===== config.mk =====
export PLATFORM = sky130hd
export DESIGN_NAME = uart_regfront
export DESIGN_NICKNAME = d
export VERILOG_FILES = /design/src/rtl/uart_regfront_pkg.sv /design/src/rtl/urf_byte_fifo.sv /design/src/rtl/urf_irq_gen.sv /design/src/rtl/uart_regfront.sv
export SDC_FILE = /design/constraint.sdc
export NUM_CORES = 1
export LEC_CHECK = 0
export BUFFER_PORTS_ARGS = -buffer_cell sky130_fd_sc_hd__buf_2
export CORE_MARGIN = 4
export CORE_UTILIZATION = 60
export DETAILED_ROUTE_END_ITERATION = 6
export GPL_ROUTABILITY_DRIVEN = 0
export PLACE_DENSITY = 0.74
export SLEW_MARGIN = 40
export SYNTH_ARGS = -nofsm -noshare
export SYNTH_HDL_FRONTEND = slang
export SYNTH_SLANG_ARGS = --single-unit

===== constraint.sdc =====
create_clock -name clk -period 4.15 [get_ports clk]
set_input_delay 0.2075 -clock clk [delete_from_list [all_inputs] [get_ports clk]]
set_output_delay 0.2075 -clock clk [all_outputs]
set_load 0.01 [all_outputs]

===== src/rtl/uart_regfront_pkg.sv =====
package uart_regfront_pkg;

  localparam int unsigned ADDR_W = 5;

  localparam logic [ADDR_W-1:0] OFS_TXD = 5'h00;
  localparam logic [ADDR_W-1:0] OFS_RXD = 5'h04;
  localparam logic [ADDR_W-1:0] OFS_CTL = 5'h08;
  localparam logic [ADDR_W-1:0] OFS_STA = 5'h0C;
  localparam logic [ADDR_W-1:0] OFS_THR = 5'h10;

  // control bit positions used by this block
  localparam int unsigned CB_TX_EN   = 12;
  localparam int unsigned CB_RX_EN   = 13;
  localparam int unsigned CB_TX_CLR  = 22;
  localparam int unsigned CB_RX_CLR  = 23;
  localparam int unsigned CB_ERR_CLR = 24;
  localparam int unsigned CB_RX_IE   = 27;
  localparam int unsigned CB_TX_IE   = 28;
  localparam int unsigned CB_ERR_MSK = 30;

  // bits kept in the control register: command bits 24:22 and bit 14 dropped
  localparam logic [31:0] CTL_KEEP = 32'hFE3F_BFFF;

  typedef struct packed {
    logic       rx_busy;
    logic       tx_busy;
    logic       rx_ovf;
    logic       cts;
    logic       tx_empty;
    logic       tx_full;
    logic       rx_empty;
    logic       rx_full;
    logic       wr_full;
    logic       frame_err;
    logic       par_err;
    logic [6:0] tx_cnt;
    logic [6:0] rx_cnt;
  } status_t;

  function automatic logic [31:0] pack_status(input status_t s);
    logic [31:0] w;
    w        = '0;
    w[26]    = s.rx_busy;
    w[25]    = s.tx_busy;
    w[24]    = s.rx_ovf;
    w[23]    = s.cts;
    w[22]    = s.tx_empty;
    w[21]    = s.tx_full;
    w[20]    = s.rx_empty;
    w[19]    = s.rx_full;
    w[18]    = s.wr_full;
    w[17]    = s.frame_err;
    w[16]    = s.par_err;
    w[14:8]  = s.tx_cnt;
    w[6:0]   = s.rx_cnt;
    return w;
  endfunction

  function automatic logic rx_level_hit(input logic [7:0] cnt, input logic [7:0] thr);
    return (thr != 8'd0) && (cnt >= thr);
  endfunction

  function automatic logic tx_level_hit(input logic [7:0] cnt, input logic [7:0] thr);
    return cnt <= thr;
  endfunction

  // sticky flag update: a new event in the same cycle wins over a clear
  function automatic logic sticky_next(input logic q, input logic set, input logic clr);
    return (q & ~clr) | set;
  endfunction

endpackage


===== src/rtl/urf_byte_fifo.sv =====
module urf_byte_fifo #(
  parameter int unsigned DEPTH = 64,
  parameter int unsigned DW    = 8,
  localparam int unsigned AW   = $clog2(DEPTH),
  localparam int unsigned CW   = $clog2(DEPTH + 1)
) (
  input  logic          clk,
  input  logic          rst_n,
  input  logic          flush,
  input  logic          push,
  input  logic [DW-1:0] din,
  input  logic          pop,
  output logic [DW-1:0] dout,
  output logic [CW-1:0] count,
  output logic          full,
  output logic          empty,
  output logic          push_drop
);

  localparam logic [AW-1:0] LAST = AW'(DEPTH - 1);
  localparam logic [CW-1:0] CMAX = CW'(DEPTH);

  logic [DW-1:0] mem [DEPTH];
  logic [AW-1:0] wp_q, rp_q;
  logic [CW-1:0] cnt_q;
  logic          push_ok, pop_ok;

  function automatic logic [AW-1:0] ptr_inc(input logic [AW-1:0] p);
    return (p == LAST) ? '0 : p + AW'(1);
  endfunction

  assign full      = (cnt_q == CMAX);
  assign empty     = (cnt_q == '0);
  assign push_ok   = push && !full && !flush;
  assign pop_ok    = pop && !empty && !flush;
  assign push_drop = push && full && !flush;
  assign dout      = mem[rp_q];
  assign count     = cnt_q;

  always_ff @(posedge clk) begin
    if (push_ok) mem[wp_q] <= din;
  end

  always_ff @(posedge clk or negedge rst_n) begin
    if (!rst_n) begin
      wp_q  <= '0;
      rp_q  <= '0;
      cnt_q <= '0;
    end else if (flush) begin
      wp_q  <= '0;
      rp_q  <= '0;
      cnt_q <= '0;
    end else begin
      if (push_ok) wp_q <= ptr_inc(wp_q);
      if (pop_ok)  rp_q <= ptr_inc(rp_q);
      case ({push_ok, pop_ok})
        2'b10:   cnt_q <= cnt_q + CW'(1);
        2'b01:   cnt_q <= cnt_q - CW'(1);
        default: cnt_q <= cnt_q;
      endcase
    end
  end

  // a flush leaves the FIFO empty on the next cycle
  p_flush_empty_r6: assert property (@(posedge clk) disable iff (!rst_n)
    flush |=> (count == '0));

  // a push into a full FIFO without a pop does not grow it
  p_full_hold_r3: assert property (@(posedge clk) disable iff (!rst_n)
    (push && full && !pop && !flush) |=> (count == CMAX));

  // occupancy never exceeds the depth
  p_no_overflow_r2: assert property (@(posedge clk) disable iff (!rst_n)
    count <= CMAX);

endmodule


===== src/rtl/urf_irq_gen.sv =====
module urf_irq_gen #(
  parameter int unsigned CW = 7
) (
  input  logic          rx_ie,
  input  logic          tx_ie,
  input  logic [CW-1:0] rx_cnt,
  input  logic [CW-1:0] tx_cnt,
  input  logic [7:0]    rx_thr,
  input  logic [7:0]    tx_thr,
  output logic          irq_rx,
  output logic          irq_tx
);
  import uart_regfront_pkg::*;

  assign irq_rx = rx_ie && rx_level_hit(8'(rx_cnt), rx_thr);
  assign irq_tx = tx_ie && tx_level_hit(8'(tx_cnt), tx_thr);

endmodule


===== src/rtl/uart_regfront.sv =====
module uart_regfront #(
  parameter int unsigned FIFO_DEPTH = 64,
  localparam int unsigned CW        = $clog2(FIFO_DEPTH + 1)
) (
  input  logic        clk,
  input  logic        rst_n,
  input  logic        bus_sel,
  input  logic        bus_we,
  input  logic [4:0]  bus_addr,
  input  logic [31:0] bus_wdata,
  output logic [31:0] bus_rdata,
  output logic [7:0]  tx_data,
  output logic        tx_valid,
  input  logic        tx_ready,
  input  logic [7:0]  rx_data,
  input  logic        rx_valid,
  input  logic        rx_frame_err,
  input  logic        rx_parity_err,
  input  logic        line_cts,
  input  logic        line_tx_busy,
  input  logic        line_rx_busy,
  output logic [31:0] cfg_word,
  output logic        irq_tx,
  output logic        irq_rx
);
  import uart_regfront_pkg::*;

  // decoded access events
  logic wr_txd, rd_rxd, wr_ctl, wr_thr, rd_any;
  logic tx_flush, rx_flush, err_clr;
  logic rx_take, tx_take;

  logic [31:0] ctl_q;
  logic [15:0] thr_q;
  logic [31:0] rdata_q;
  logic        wwf_q, ovf_q, frm_q, par_q;

  logic [CW-1:0] tx_cnt, rx_cnt;
  logic          tx_full, tx_empty, rx_full, rx_empty;
  logic          tx_drop, rx_drop;
  logic [7:0]    rx_head;
  logic          frm_set, par_set;
  status_t       sta;

  assign wr_txd   = bus_sel &&  bus_we && (bus_addr == OFS_TXD);
  assign rd_rxd   = bus_sel && !bus_we && (bus_addr == OFS_RXD);
  assign wr_ctl   = bus_sel &&  bus_we && (bus_addr == OFS_CTL);
  assign wr_thr   = bus_sel &&  bus_we && (bus_addr == OFS_THR);
  assign rd_any   = bus_sel && !bus_we;

  assign tx_flush = wr_ctl && bus_wdata[CB_TX_CLR];
  assign rx_flush = wr_ctl && bus_wdata[CB_RX_CLR];
  assign err_clr  = wr_ctl && bus_wdata[CB_ERR_CLR];

  assign tx_valid = ctl_q[CB_TX_EN] && !tx_empty;
  assign tx_take  = tx_valid && tx_ready;
  assign rx_take  = rx_valid && ctl_q[CB_RX_EN];

  assign frm_set  = rx_take && rx_frame_err  && !ctl_q[CB_ERR_MSK];
  assign par_set  = rx_take && rx_parity_err && !ctl_q[CB_ERR_MSK];

  urf_byte_fifo #(.DEPTH(FIFO_DEPTH), .DW(8)) u_tx_fifo (
    .clk       (clk),
    .rst_n     (rst_n),
    .flush     (tx_flush),
    .push      (wr_txd),
    .din       (bus_wdata[7:0]),
    .pop       (tx_take),
    .dout      (tx_data),
    .count     (tx_cnt),
    .full      (tx_full),
    .empty     (tx_empty),
    .push_drop (tx_drop)
  );

  urf_byte_fifo #(.DEPTH(FIFO_DEPTH), .DW(8)) u_rx_fifo (
    .clk       (clk),
    .rst_n     (rst_n),
    .flush     (rx_flush),
    .push      (rx_take),
    .din       (rx_data),
    .pop       (rd_rxd),
    .dout      (rx_head),
    .count     (rx_cnt),
    .full      (rx_full),
    .empty     (rx_empty),
    .push_drop (rx_drop)
  );

  urf_irq_gen #(.CW(CW)) u_irq (
    .rx_ie  (ctl_q[CB_RX_IE]),
    .tx_ie  (ctl_q[CB_TX_IE]),
    .rx_cnt (rx_cnt),
    .tx_cnt (tx_cnt),
    .rx_thr (thr_q[7:0]),
    .tx_thr (thr_q[15:8]),
    .irq_rx (irq_rx),
    .irq_tx (irq_tx)
  );

  always_comb begin
    sta           = '0;
    sta.rx_busy   = line_rx_busy;
    sta.tx_busy   = line_tx_busy;
    sta.rx_ovf    = ovf_q;
    sta.cts       = line_cts;
    sta.tx_empty  = tx_empty;
    sta.tx_full   = tx_full;
    sta.rx_empty  = rx_empty;
    sta.rx_full   = rx_full;
    sta.wr_full   = wwf_q;
    sta.frame_err = frm_q;
    sta.par_err   = par_q;
    sta.tx_cnt    = 7'(tx_cnt);
    sta.rx_cnt    = 7'(rx_cnt);
  end

  always_ff @(posedge clk or negedge rst_n) begin
    if (!rst_n) begin
      ctl_q <= '0;
      thr_q <= '0;
      wwf_q <= 1'b0;
      ovf_q <= 1'b0;
      frm_q <= 1'b0;
      par_q <= 1'b0;
    end else begin
      if (wr_ctl) ctl_q <= bus_wdata & CTL_KEEP;
      if (wr_thr) thr_q <= bus_wdata[15:0];
      wwf_q <= sticky_next(wwf_q, tx_drop, err_clr);
      ovf_q <= sticky_next(ovf_q, rx_drop, err_clr);
      frm_q <= sticky_next(frm_q, frm_set, err_clr);
      par_q <= sticky_next(par_q, par_set, err_clr);
    end
  end

  always_ff @(posedge clk or negedge rst_n) begin
    if (!rst_n) begin
      rdata_q <= '0;
    end else if (rd_any) begin
      case (bus_addr)
        OFS_RXD: rdata_q <= rx_empty ? 32'd0 : {24'd0, rx_head};
        OFS_CTL: rdata_q <= ctl_q;
        OFS_STA: rdata_q <= pack_status(sta);
        OFS_THR: rdata_q <= {16'd0, thr_q};
        default: rdata_q <= 32'd0;
      endcase
    end
  end

  assign bus_rdata = rdata_q;
  assign cfg_word  = ctl_q;

  // write-while-full flag stays set until a clear command
  p_sticky_wwf_r3: assert property (@(posedge clk) disable iff (!rst_n)
    (wwf_q && !err_clr) |=> wwf_q);

  // overflow flag stays set until a clear command
  p_sticky_ovf_r4: assert property (@(posedge clk) disable iff (!rst_n)
    (ovf_q && !err_clr) |=> ovf_q);

  // a read of an empty receive FIFO returns zero
  p_empty_read_r5: assert property (@(posedge clk) disable iff (!rst_n)
    (rd_rxd && rx_empty) |=> (bus_rdata == 32'd0));

  // with reception disabled a pushed byte leaves the count alone
  p_rx_gate_r11: assert property (@(posedge clk) disable iff (!rst_n)
    (rx_valid && !ctl_q[CB_RX_EN] && !rd_rxd && !rx_flush) |=> $stable(rx_cnt));

  // the serializer is offered a byte only when one is held
  p_tx_offer_r11: assert property (@(posedge clk) disable iff (!rst_n)
    tx_valid |-> (tx_cnt != '0));

  // a zero receive threshold never raises the receive interrupt
  p_rx_thr_zero_r9: assert property (@(posedge clk) disable iff (!rst_n)
    (thr_q[7:0] == 8'd0) |-> !irq_rx);

endmodule


==> results by group <==
Run status
  • Status: complete, no violations

Timing
  • Tightest Pin Transition: between 0.9 and 1 ns
  • Final min period: between 3 and 4 ns
  • Slew margin rel.: 0.335
  • Unrepaired setup endpoints after global routing: false
  • Max-slew violation count: 0
  • Fin. Hold Viols: 0
  • Fmax: roughly 260 MHz
  • Count of final setup violators: 0
  • Fin Clk Skew: 0.0585 ns
  • Final Cycle Share: 0.926
  • Sum Neg Setup Slack: 0 ns

Logic synthesis
  • Yosys top cell area share: 0.673
  • Compound-cell area share of the yosys netlist: 0.0353
  • Mux cell area share after synthesis: 0.156
  • Yosys cell types: 65
  • Asr flop ratio synth: 0.103
  • Syn avg cell area: roughly 19 um^2
  • #FFs+latches synth: approximately 1,100
  • Main synth FF type: edfxtp_1
  • Synth Area in Adders: 0.00854
  • Yosys warnings: 0
  • Post-synth EDFFs: about 1,000
  • Cell taking the most area after synthesis: edfxtp_1
  • Commonest cells post-synth: edfxtp_1 (1,024), mux4_2 (250), nor2_1 (177)
  • Largest family of logic cells by synthesized area: multiplexers
  • Synth area leaders: edfxtp_1 (67%), mux4_2 (12%), dfrtp_1 (6.5%), mux2i_1 (2.2%), nor2_1 (1.5%)
  • Synth Area in XOR/XNOR: 0.00345
  • Top-count cell post-synth: edfxtp_1
  • Register area share after synthesis: 0.737
  • Mapped Area: approximately 46,000 um^2
  • Post-Synth Simple-Gate Area: 0.0421
  • Post-synthesis cell count: between 2,000 and 2,500

Die
  • Row cnt: 100
  • Die W: ~280 um
  • Core area: between 70,000 and 80,000 um^2
  • Die Ht: approximately 280 um
  • IO Pins: roughly 130
  • Starting Density: 0.610
  • Total Die Area: around 80,000 um^2

Setup path
  • Reg2Reg Depth: 12
  • Startpoint types: flop
  • Reg-to-reg slack, setup: between 0.5 and 0.6 ns
  • Worst r2r src: u_tx_fifo.count[1]
  • Critical Path AT: between 3 and 4 ns
  • Crit Path Class: reg2out
  • Critical path endpoint category: output pin
  • RR Endpoint: u_tx_fifo.count[6]
  • Worst path required time: 3.94 ns
  • Max FO, Critical Path: 28

Power
  • P_int: a little over 20 mW
  • Sw frac: 0.258
  • Combinational share of power: 0.181
  • Clock share of power: 0.340
  • Psw: approximately 7.1 mW
  • Leak: about 17 nW
  • Part of the power in registers: 0.478
  • Worst VDD drop: between 400 and 500 uV
  • PwrDens: between 500 and 600 nW/um^2

Worst hold path
  • Worst Hold Launch: bus_wdata[24]
  • Hold Crit Depth: 3
  • WHS Endpoint: wwf_q
  • Hold crit path type: in2reg

Global route
  • GRT Total Usage: 0.258
  • Congestion Overflow GR: 0
  • Gr busiest metal: met2
  • GR Util met1: 0.377
  • Largest net degree at the start of global routing: 67
  • Met2 usage: 0.409
  • Met3 usage: 0.0473
  • First-pass GRT wire length: approximately 160 mm
  • Vias in the first global route: between 20,000 and 25,000
  • Initial antenna violation count: 0

Clocking
  • Clk buf depth: 3
  • Clk Latency, worst-skew pair: approximately 0.7 ns
  • Clock Sinks: 1,142
  • H-tree levels: 3
  • Worst-path clk slew: around 0.060 ns
  • Setup Buffers After CTS: 0
  • TritonCTS Buffers: 106
  • CTS root buf: clkbuf_16
  • CTS tree: yes

Routing
  • WL final: between 100 and 150 mm
  • Via count: roughly 24,000
  • DRC: 0
  • Iter 0 DRT Violations: approximately 3,000
  • Drt first pass iters: 6
  • Drt via density: approximately 6.5
  • WL/cell: about 28 um
  • Routed Antenna Nets: 0

Final layout
  • Diode count: 0
  • Area grow syn2layout: 13.0%
  • Final #Nets: around 2,700
  • Layout Utilization: 0.689
  • Layout cells sized above 1: 0.261
  • Final instance area: roughly 52,000 um^2

Placed design
  • Detailed Place HPWL: around 64 mm
  • Area post-placement: ~48,000 um^2
  • IO Port Bufs: between 100 and 150

Job
  • Max-cap viol count: 0
==> registers in the layout (all words and copies together), names as in the netlist <==
| signal | flops |
|---|---|
| u_tx_fifo.rp_q | 6 |
| par_q | 1 |
| ovf_q | 1 |
| thr_q | 16 |
| u_tx_fifo.wp_q | 6 |
| u_rx_fifo.rp_q | 6 |
| u_tx_fifo.count | 7 |
| cfg_word | 28 |
| u_rx_fifo.count | 7 |
| wwf_q | 1 |
| bus_rdata | 32 |
| u_tx_fifo.mem | 512 |
| frm_q | 1 |
| u_rx_fifo.mem | 512 |
| u_rx_fifo.wp_q | 6 |
==> final cells by class <==
type	count	area (um^2)
Clock buffer	154	2920
Sequential cell	1142	33700
Fill cell	4560	23300
Clock inverter	45	453
Multi-Input combinational cell	1114	11300
Inverter	22	82.6
Timing Repair Buffer	275	1970
Tap cell	969	1210
==> worst max-delay path, stage by stage, from the launching register on <==
cell     delay (ns)
dfrtp_4        0.83
buf_4          0.33
mux4_2         0.58
mux4_2         0.52
mux4_2         0.53
buf_2          0.17
==> metal layers <==
| layer | wire length [um] | part of all wire | vias up |
|---|---|---|---|
| met1 | 40700 | 0.39 | 12500 |
| li1 | - | - | 10200 |
| met3 | 9160 | 0.089 | 224 |
| met2 | 50100 | 0.49 | 1214 |
| met5 | 0 | 0 | - |
| met4 | 3240 | 0.031 | 0 |
==> per-stage QoR <==
stage          hold WS [ns]  std cells  power [mW]  worst slack, ns
2_1_floorplan       -0.0881       2420        16.7            0.592
5_1_grt              0.0280       3721        28.5            0.131
6_report             0.0198       3721        27.5            0.306
3_5_place_dp          0.359       3490        18.4            0.644
4_1_cts           0.0000124       3721        27.7            0.221
3_3_place_gp          0.337       3490        18.3            0.635
==> worst max-delay path by stage <==
stage                            start                  to  depth (start not counted)
global route         u_tx_fifo.rp_q[0]          tx_data[7]                          5
global placement    u_tx_fifo.count[1]  u_tx_fifo.count[6]                         12
floorplan           u_tx_fifo.count[1]  u_tx_fifo.count[6]                         12
detailed placement  u_tx_fifo.count[1]  u_tx_fifo.count[6]                         12
finish               u_tx_fifo.rp_q[0]          tx_data[7]                          5
CTS                  u_tx_fifo.rp_q[0]          tx_data[7]                          5
==> power groups by stage <==
stage / sequential, mW / clock, mW / combinational [mW]
3_5_place_dp: 13.4 / 0 / 4.96
4_1_cts: 13.1 / 9.47 / 5.04
5_1_grt: 13.2 / 10.0 / 5.32
2_1_floorplan: 13.1 / 0 / 3.58
3_3_place_gp: 13.4 / 0 / 4.89
6_report: 13.1 / 9.36 / 4.99
==> kinds of logic after synthesis <==
| logic type | Yosys count |
|---|---|
| adder cells (fa/ha/maj) | 30 |
| XOR/XNOR | 18 |
| buffers and inverters | 164 |
| AO/OA/AOI/OAI | 246 |
| other | 1 |
| AND/OR/NAND/NOR | 420 |
| multiplexers | 396 |
| flip-flops | 1142 |
==> placed cells by master, fill, tap and decap left out, types with 9 or more instances in the layout <==
master / count
buf_4: 116
a21oi_1: 52
mux2i_1: 102
nand3b_1: 13
nand3_1: 30
a211oi_1: 18
mux4_2: 250
clkbuf_1: 39
nand2_1: 113
dlygate4sd3_1: 32
edfxtp_1: 1024
ha_1: 28
clkinv_2: 19
buf_12: 9
o21ai_0: 43
clkbuf_16: 106
mux2_2: 44
nor2_2: 9
nor3_1: 9
clkbuf_8: 9
dfrtp_1: 114
or3_1: 15
a22oi_1: 25
xnor2_1: 11
buf_2: 117
a22o_1: 15
o22ai_1: 36
inv_1: 22
clkinv_1: 14
nor2_1: 169
==> timing repair <==
action | CTS | global route
hold buffers | 32 | 0
hold endpoints to repair | 105 | 0
endpoints found under the setup margin | 0 | 0
resized for setup | 0 | 0
Power figures use the tool's default switching activity.
